===== src/rtl/owr_seq_pkg.sv =====
package owr_seq_pkg;
  localparam int unsigned MAX_STEP = 9;

  typedef enum logic [1:0] {
    ST_IDLE   = 2'd0,
    ST_SETTLE = 2'd1,
    ST_STREAM = 2'd2
  } conv_st_e;
endpackage


===== src/rtl/owr_clk_div.sv =====
module owr_clk_div #(
  parameter int unsigned MOD_DIV  = 16,
  parameter int unsigned CHOP_DIV = 128
) (
  input  logic clk_i,
  input  logic rst_ni,
  output logic mod_stb_o,
  output logic chop_o
);
  localparam int unsigned PW = (MOD_DIV > 2) ? $clog2(MOD_DIV) : 1;
  localparam int unsigned CW = (CHOP_DIV > 2) ? $clog2(CHOP_DIV) : 1;

  logic [PW-1:0] pre_q;
  logic [CW-1:0] chop_cnt_q;

  always_ff @(posedge clk_i or negedge rst_ni) begin
    if (!rst_ni) begin
      pre_q <= '0;
    end else if (pre_q == PW'(MOD_DIV - 1)) begin
      pre_q <= '0;
    end else begin
      pre_q <= pre_q + PW'(1);
    end
  end

  always_ff @(posedge clk_i or negedge rst_ni) begin
    if (!rst_ni) begin
      chop_cnt_q <= '0;
    end else if (chop_cnt_q == CW'(CHOP_DIV - 1)) begin
      chop_cnt_q <= '0;
    end else begin
      chop_cnt_q <= chop_cnt_q + CW'(1);
    end
  end

  assign mod_stb_o = (pre_q == PW'(MOD_DIV - 1));
  assign chop_o    = (chop_cnt_q >= CW'(CHOP_DIV / 2));
endmodule


===== src/rtl/owr_rate_decode.sv =====
module owr_rate_decode #(
  parameter int unsigned BASE_HI = 80,
  parameter int unsigned BASE_LO = 96,
  parameter int unsigned CNT_W   = 18
) (
  input  logic             frs_i,
  input  logic [3:0]       code_i,
  output logic [CNT_W-1:0] dec_o,
  output logic [CNT_W-1:0] settle_o,
  output logic             sinc3_o
);
  import owr_seq_pkg::*;

  logic [3:0]       step;
  logic [CNT_W-1:0] base;

  always_comb begin
    step     = (code_i > 4'(MAX_STEP)) ? 4'(MAX_STEP) : code_i;
    base     = frs_i ? CNT_W'(BASE_LO) : CNT_W'(BASE_HI);
    dec_o    = base << step;
    sinc3_o  = (step != 4'd0);
    // top rate: sinc5 only; lower rates add three output periods for sinc3
    settle_o = sinc3_o ? (CNT_W'(5) * base + CNT_W'(3) * dec_o) : (CNT_W'(5) * base);
  end
endmodule


===== src/rtl/owr_conv_ctrl.sv =====
module owr_conv_ctrl #(
  parameter int unsigned CNT_W = 18
) (
  input  logic             clk_i,
  input  logic             rst_ni,
  input  logic             start_i,
  input  logic             cont_i,
  input  logic             rd_ack_i,
  input  logic             mod_stb_i,
  input  logic [CNT_W-1:0] dec_i,
  input  logic [CNT_W-1:0] settle_i,
  input  logic             sinc3_i,
  output logic             word_o,
  output logic             drdy_o,
  output logic             busy_o,
  output logic             sinc3_en_o
);
  import owr_seq_pkg::*;

  conv_st_e         st_q;
  logic [CNT_W-1:0] cnt_q, tgt_q, dec_q;
  logic             cont_q, sinc3_q, word_q, drdy_q;
  logic             start_ok, hit;

  // a running single conversion owns the sequencer until its word
  assign start_ok = start_i && !((st_q == ST_SETTLE) && !cont_q);
  assign hit      = (st_q != ST_IDLE) && mod_stb_i && (cnt_q == tgt_q - CNT_W'(1));

  always_ff @(posedge clk_i or negedge rst_ni) begin
    if (!rst_ni) begin
      st_q    <= ST_IDLE;
      cnt_q   <= '0;
      tgt_q   <= '0;
      dec_q   <= '0;
      cont_q  <= 1'b0;
      sinc3_q <= 1'b0;
      word_q  <= 1'b0;
      drdy_q  <= 1'b0;
    end else begin
      word_q <= 1'b0;
      if (start_ok) begin
        st_q    <= ST_SETTLE;
        cnt_q   <= '0;
        tgt_q   <= settle_i;
        dec_q   <= dec_i;
        cont_q  <= cont_i;
        sinc3_q <= sinc3_i;
        drdy_q  <= 1'b0;
      end else begin
        if (hit) begin
          word_q <= 1'b1;
          drdy_q <= 1'b1;
          cnt_q  <= '0;
          if (cont_q) begin
            st_q  <= ST_STREAM;
            tgt_q <= dec_q;
          end else begin
            st_q  <= ST_IDLE;
          end
        end else begin
          if ((st_q != ST_IDLE) && mod_stb_i) cnt_q <= cnt_q + CNT_W'(1);
          if (rd_ack_i) drdy_q <= 1'b0;
        end
      end
    end
  end

  assign word_o     = word_q;
  assign drdy_o     = drdy_q;
  assign busy_o     = (st_q != ST_IDLE);
  assign sinc3_en_o = sinc3_q;
endmodule


===== src/rtl/owr_conv_seq.sv =====
module owr_conv_seq #(
  parameter int unsigned MOD_DIV  = 16,
  parameter int unsigned CHOP_DIV = 128,
  parameter int unsigned BASE_HI  = 80,
  parameter int unsigned BASE_LO  = 96
) (
  input  logic       clk_i,
  input  logic       rst_ni,
  input  logic       frs_i,
  input  logic [3:0] rate_code_i,
  input  logic       cont_mode_i,
  input  logic       start_i,
  input  logic       rd_ack_i,
  input  logic [2:0] gain_code_i,
  output logic       mod_stb_o,
  output logic       chop_o,
  output logic       word_stb_o,
  output logic       drdy_o,
  output logic       busy_o,
  output logic       sinc3_en_o,
  output logic       buf_en_o,
  output logic       amp_en_o
);
  import owr_seq_pkg::*;

  localparam int unsigned MAXB  = (BASE_HI > BASE_LO) ? BASE_HI : BASE_LO;
  localparam int unsigned CNT_W = $clog2(5 * MAXB + 3 * (MAXB << MAX_STEP) + 1);

  logic [CNT_W-1:0] dec, settle;
  logic             sinc3, buf_q;

  owr_clk_div #(.MOD_DIV(MOD_DIV), .CHOP_DIV(CHOP_DIV)) u_div (
    .clk_i, .rst_ni, .mod_stb_o, .chop_o
  );

  owr_rate_decode #(.BASE_HI(BASE_HI), .BASE_LO(BASE_LO), .CNT_W(CNT_W)) u_dec (
    .frs_i, .code_i(rate_code_i), .dec_o(dec), .settle_o(settle), .sinc3_o(sinc3)
  );

  owr_conv_ctrl #(.CNT_W(CNT_W)) u_ctrl (
    .clk_i, .rst_ni, .start_i, .cont_i(cont_mode_i), .rd_ack_i,
    .mod_stb_i(mod_stb_o), .dec_i(dec), .settle_i(settle), .sinc3_i(sinc3),
    .word_o(word_stb_o), .drdy_o, .busy_o, .sinc3_en_o
  );

  always_ff @(posedge clk_i or negedge rst_ni) begin
    if (!rst_ni) buf_q <= 1'b1;
    else         buf_q <= (gain_code_i == 3'd0);
  end

  assign buf_en_o = buf_q;
  assign amp_en_o = !buf_q;
endmodule


===== config.mk =====
export PLATFORM = sky130hd
export DESIGN_NAME = owr_conv_seq
export DESIGN_NICKNAME = d
export VERILOG_FILES = /design/src/rtl/owr_seq_pkg.sv /design/src/rtl/owr_clk_div.sv /design/src/rtl/owr_rate_decode.sv /design/src/rtl/owr_conv_ctrl.sv /design/src/rtl/owr_conv_seq.sv
export SDC_FILE = /design/constraint.sdc
export NUM_CORES = 1
export LEC_CHECK = 0
export BUFFER_PORTS_ARGS = -buffer_cell sky130_fd_sc_hd__buf_2
export CELL_PAD_IN_SITES_DETAIL_PLACEMENT = 1
export CELL_PAD_IN_SITES_GLOBAL_PLACEMENT = 1
export CORE_ASPECT_RATIO = 1.5
export CORE_MARGIN = 10
export CORE_UTILIZATION = 45
export CTS_CLUSTER_SIZE = 10
export DETAILED_ROUTE_END_ITERATION = 16
export HOLD_SLACK_MARGIN = 0.08
export PLACE_DENSITY = 0.8
export SYNTH_ARGS = -nofsm -noshare
export SYNTH_HDL_FRONTEND = slang
export SYNTH_SLANG_ARGS = --single-unit

===== constraint.sdc =====
create_clock -name clk_i -period 7.6 [get_ports clk_i]
set_input_delay 1.14 -clock clk_i [delete_from_list [all_inputs] [get_ports clk_i]]
set_output_delay 1.14 -clock clk_i [all_outputs]
set_load 0.02 [all_outputs]

==> qor.csv <==
stage,metric,value,unit
timing,Rel. slew slack,0.4436,
yosys,Post-synth EDFFs,0,
worst_setup_path,worst path bufs/invs,1,
timing,Tcrit/Tclk final,0.6677,
yosys,Synth Area in Compound Gates,0.1525,
yosys,main combinational cell family by area after synthesis,simple AND/OR/NAND/NOR gates,
grt,GRT Overall Usage,0.1704,
worst_setup_path,worst r2r dst,u_ctrl.tgt_q[17]$_DFFE_PN0P_,
worst_setup_path,Crit path max-delay family,compound AO/OA/AOI/OAI gates,
worst_hold_path,Hold Path End,u_ctrl.sinc3_en_o$_DFFE_PN0P_,
yosys,post-synthesis mux area share,0.04430,
cts,CTS max path bufs,2,
finish,Inserted Diodes,0,
status,status,finished clean,
floorplanning,area of the core,0.009361,mm2
grt,largest net degree at the start of global routing,65,
worst_setup_path,Critical Path AT,5300,ps
worst_setup_path,"slowest stage delay, CP",440,ps
yosys,Post-Synthesis Cell Area,0.004349,mm2
timing,Final Worst Setup Slack,2525,ps
worst_setup_path,r2r startpoint,u_ctrl.tgt_q[4]$_DFFE_PN0P_,
timing,"Hold Vio Cnt, Final",0,
worst_setup_path,CP max FO,15,
timing,worst clock skew,8.793,ps
worst_setup_path,Critical Path Start Type,primary input,
yosys,ys async rst share,1.000,
drt,first-pass iteration count of the detailed router,4,
drt,DRC viols,0,
grt,initial antenna violation count,0,
yosys,simple-gate area share of the yosys netlist,0.2204,
yosys,Synth area leaders,"dfrtp_1 36%, ha_1 8.1%, nand2_1 5.2%",
worst_setup_path,r2r worst-path depth,8,
yosys,most common cell in the netlist,dfrtp_1,
yosys,Most used DFF post-synth,dfrtp_1,
finish,layout cells sized above 1,0.1267,
worst_hold_path,Hold Path Class,reg2reg,
cts,CTS Buf Count,9,
yosys,Mapped Nets,536,
worst_hold_path,hold path depth,2,
power,VDD IR max,0.0001627,V
yosys,Yosys reg bits,64,
timing,post-layout min period,5075,ps
place,Port Buffers,20,
cts,Root Buffer,clkbuf_16,
worst_setup_path,Worst EP required,7820,ps
grt,grt ovf,0,
yosys,"Distinct cells, synth",62,
cts,H-tree levels,3,
place,Place WS,2185,ps
cts,Setup Buffers After CTS,0,
yosys,sequential share of the synthesized area,0.3685,
worst_setup_path,"Max stage delay cell, worst path",a2111o_1,
floorplanning,Initial Util,0.4646,
place,HPWL Detailed,8.694,mm
finish,"Area growth, synth to finish",10.79,%
drt,Vias/cell,5.880,
timing,Finish-stage setup viols,0,
yosys,Ys Warns,0,
finish,Final Util,0.5147,
cts,worst-skew pair later-pin latency,340,ps
worst_setup_path,Worst Setup Path Type,in2reg,
drt,initial DRC count,112,
floorplanning,Die Y,140.4,um
yosys,Synth area leader,dfrtp_1,
timing,setup TNS,0,ps
worst_setup_path,Reg2Reg Setup Slack,4070,ps
timing,setup repair after global routing missed its margin,no,
yosys,Synth Area in XOR/XNOR,0.08055,
yosys,Synth Area per Inst,8.822,um2
floorplanning,# rows,43,
drt,total number of vias,3675,
grt,number of global-route vias before repair,3963,
cts,cts hold-fix bufs,0,
finish,Final nets,551,
drt,wire per inst,18.23,um
cts,CTS sink cnt,64,
cts,Post-CTS Resized,0,
cts,CTS tree,done,
drt,"antenna viol nets, final",0,
worst_setup_path,Worst Setup End Kind,flop,
cts,clock-pin transition on the worst setup and hold timing paths,60,ps
floorplanning,die width,100.3,um
grt,first-pass GRT wire length,19.40,mm
timing,max frequency,0.1971,GHz
yosys,Yosys top cell area share,0.3625,
drt,Total Wirelength,11.39,mm
place,GPL Wtd Cong,0.8386,
timing,Worst-Margin Slew,834.6,ps
floorplanning,die area,0.01408,mm2
power,Leakage Power,2.322,nW
job,max_cap viols,0,
yosys,synth cell count leaders,"63 x dfrtp_1, 60 x nand2_1, 56 x nor2_1",
floorplanning,I/O Pins,21,
yosys,adder-cell share of the synthesized area,0.08976,
worst_setup_path,"most used cell, CP",ha_1,
yosys,synthesized instance count,493,
worst_setup_path,CP cell instances,buf_2 -> o21ai_0 -> nand2b_1 -> ha_1 -> nor2_1 -> nand2_1 -> nor4_1 -> a21oi_1 -> ha_1 -> or2_2 -> ha_1 -> a211oi_1 -> o21ai_0 -> a2111o_1 -> a311oi_1 -> o21a_1 -> o211ai_1 -> mux2_4,
timing,Slew Limit Fails,0,
power,PD cells,207.2,mW/mm2
worst_hold_path,min-delay src,u_ctrl.sinc3_en_o$_DFFE_PN0P_,
[worst min-delay path: stages, from the launching register on]
cell     delay (ps)
dfrtp_1         340
nand2_1          50
nand2_1          50
[area by class of cell]
| type | instances | area, um2 |
|---|---|---|
| Inverter | 26 | 97.59 |
| Sequential cell | 64 | 1603 |
| Timing Repair Buffer | 23 | 122.6 |
| Multi-Input combinational cell | 384 | 2572 |
| Clock inverter | 6 | 43.79 |
| Tap cell | 112 | 140.1 |
| Fill cell | 1133 | 4543 |
| Clock buffer | 10 | 239.0 |
[worst max path at each step]
| stage | from | end | slack (ps) | cells after the start |
|---|---|---|---|---|
| floorplan | rate_code_i[2] | u_ctrl.tgt_q[16]$_DFFE_PN0P_ | 2670 | 18 |
| global placement | rate_code_i[1] | u_ctrl.tgt_q[16]$_DFFE_PN0P_ | 2380 | 18 |
| detailed placement | rate_code_i[1] | u_ctrl.tgt_q[16]$_DFFE_PN0P_ | 2190 | 18 |
| CTS | rate_code_i[1] | u_ctrl.tgt_q[16]$_DFFE_PN0P_ | 2550 | 18 |
| global route | rate_code_i[1] | u_ctrl.tgt_q[16]$_DFFE_PN0P_ | 2160 | 18 |
| finish | rate_code_i[1] | u_ctrl.tgt_q[16]$_DFFE_PN0P_ | 2530 | 18 |
[cell usage in the layout (no fill, tap or decap), types with 3 or more instances in the layout]
cell and n:
dfrtp_1 63, nand2_1 60, nor2_1 56, o21ai_0 33
ha_1 28, inv_1 26, xor2_1 23, buf_2 20
nand3_1 18, a21oi_1 18, xnor2_1 17, nor3_1 11
mux2_4 10, nand4_1 9, clkbuf_16 9, and3_1 7
a31oi_1 6, or2_2 6, o31ai_1 6, a211oi_1 5
or3_1 5, nor3b_1 5, a21o_1 5, nand2b_1 4
nor4_1 4, nor2b_1 3, nand3b_1 3, o21a_1 3
buf_4 3
[cells by family after synthesis]
group / count (synthesis)
AOI/OAI and AO/OA: 99
xor gates and xnor gates: 40
adders and majority gates: 30
buffers and inverters: 45
DFF: 64
muxes: 14
other: 1
and+or+nand+nor: 200
[report_power, final]
part / internal (mW) / switching (mW)
clock network: 0.230 / 0.158
logic: 0.0851 / 0.113
registers: 0.374 / 0.0376
[flip-flops by register name, indices dropped and copies added, names as in the netlist, 2 cells and up]
name / count
u_ctrl.dec_q: 14
u_ctrl.st_q: 2
u_ctrl.tgt_q: 14
u_div.pre_q: 4
u_ctrl.cnt_q: 18
u_div.chop_cnt_q: 7
[layer usage]
metal  GRT usage  wire [um]  vias up
li1            -          -     1767
met1      0.1754       4382     1856
met2      0.3272       6573       37
met3     0.02560        204       15
met4     0.06567        232        0
met5           0          0        -
[stage by stage]
stage	instances	hold WS, ps	power, mW	area (um2)
global route	625	497.4	1.054	4818
global placement	609	437.8	0.6016	4536
finish	625	468.1	0.9984	4818
CTS	625	467.5	1.009	4818
detailed placement	609	448.5	0.6130	4536
floorplan	493	427.3	0.5568	4349
Power figures use the tool's default switching activity.
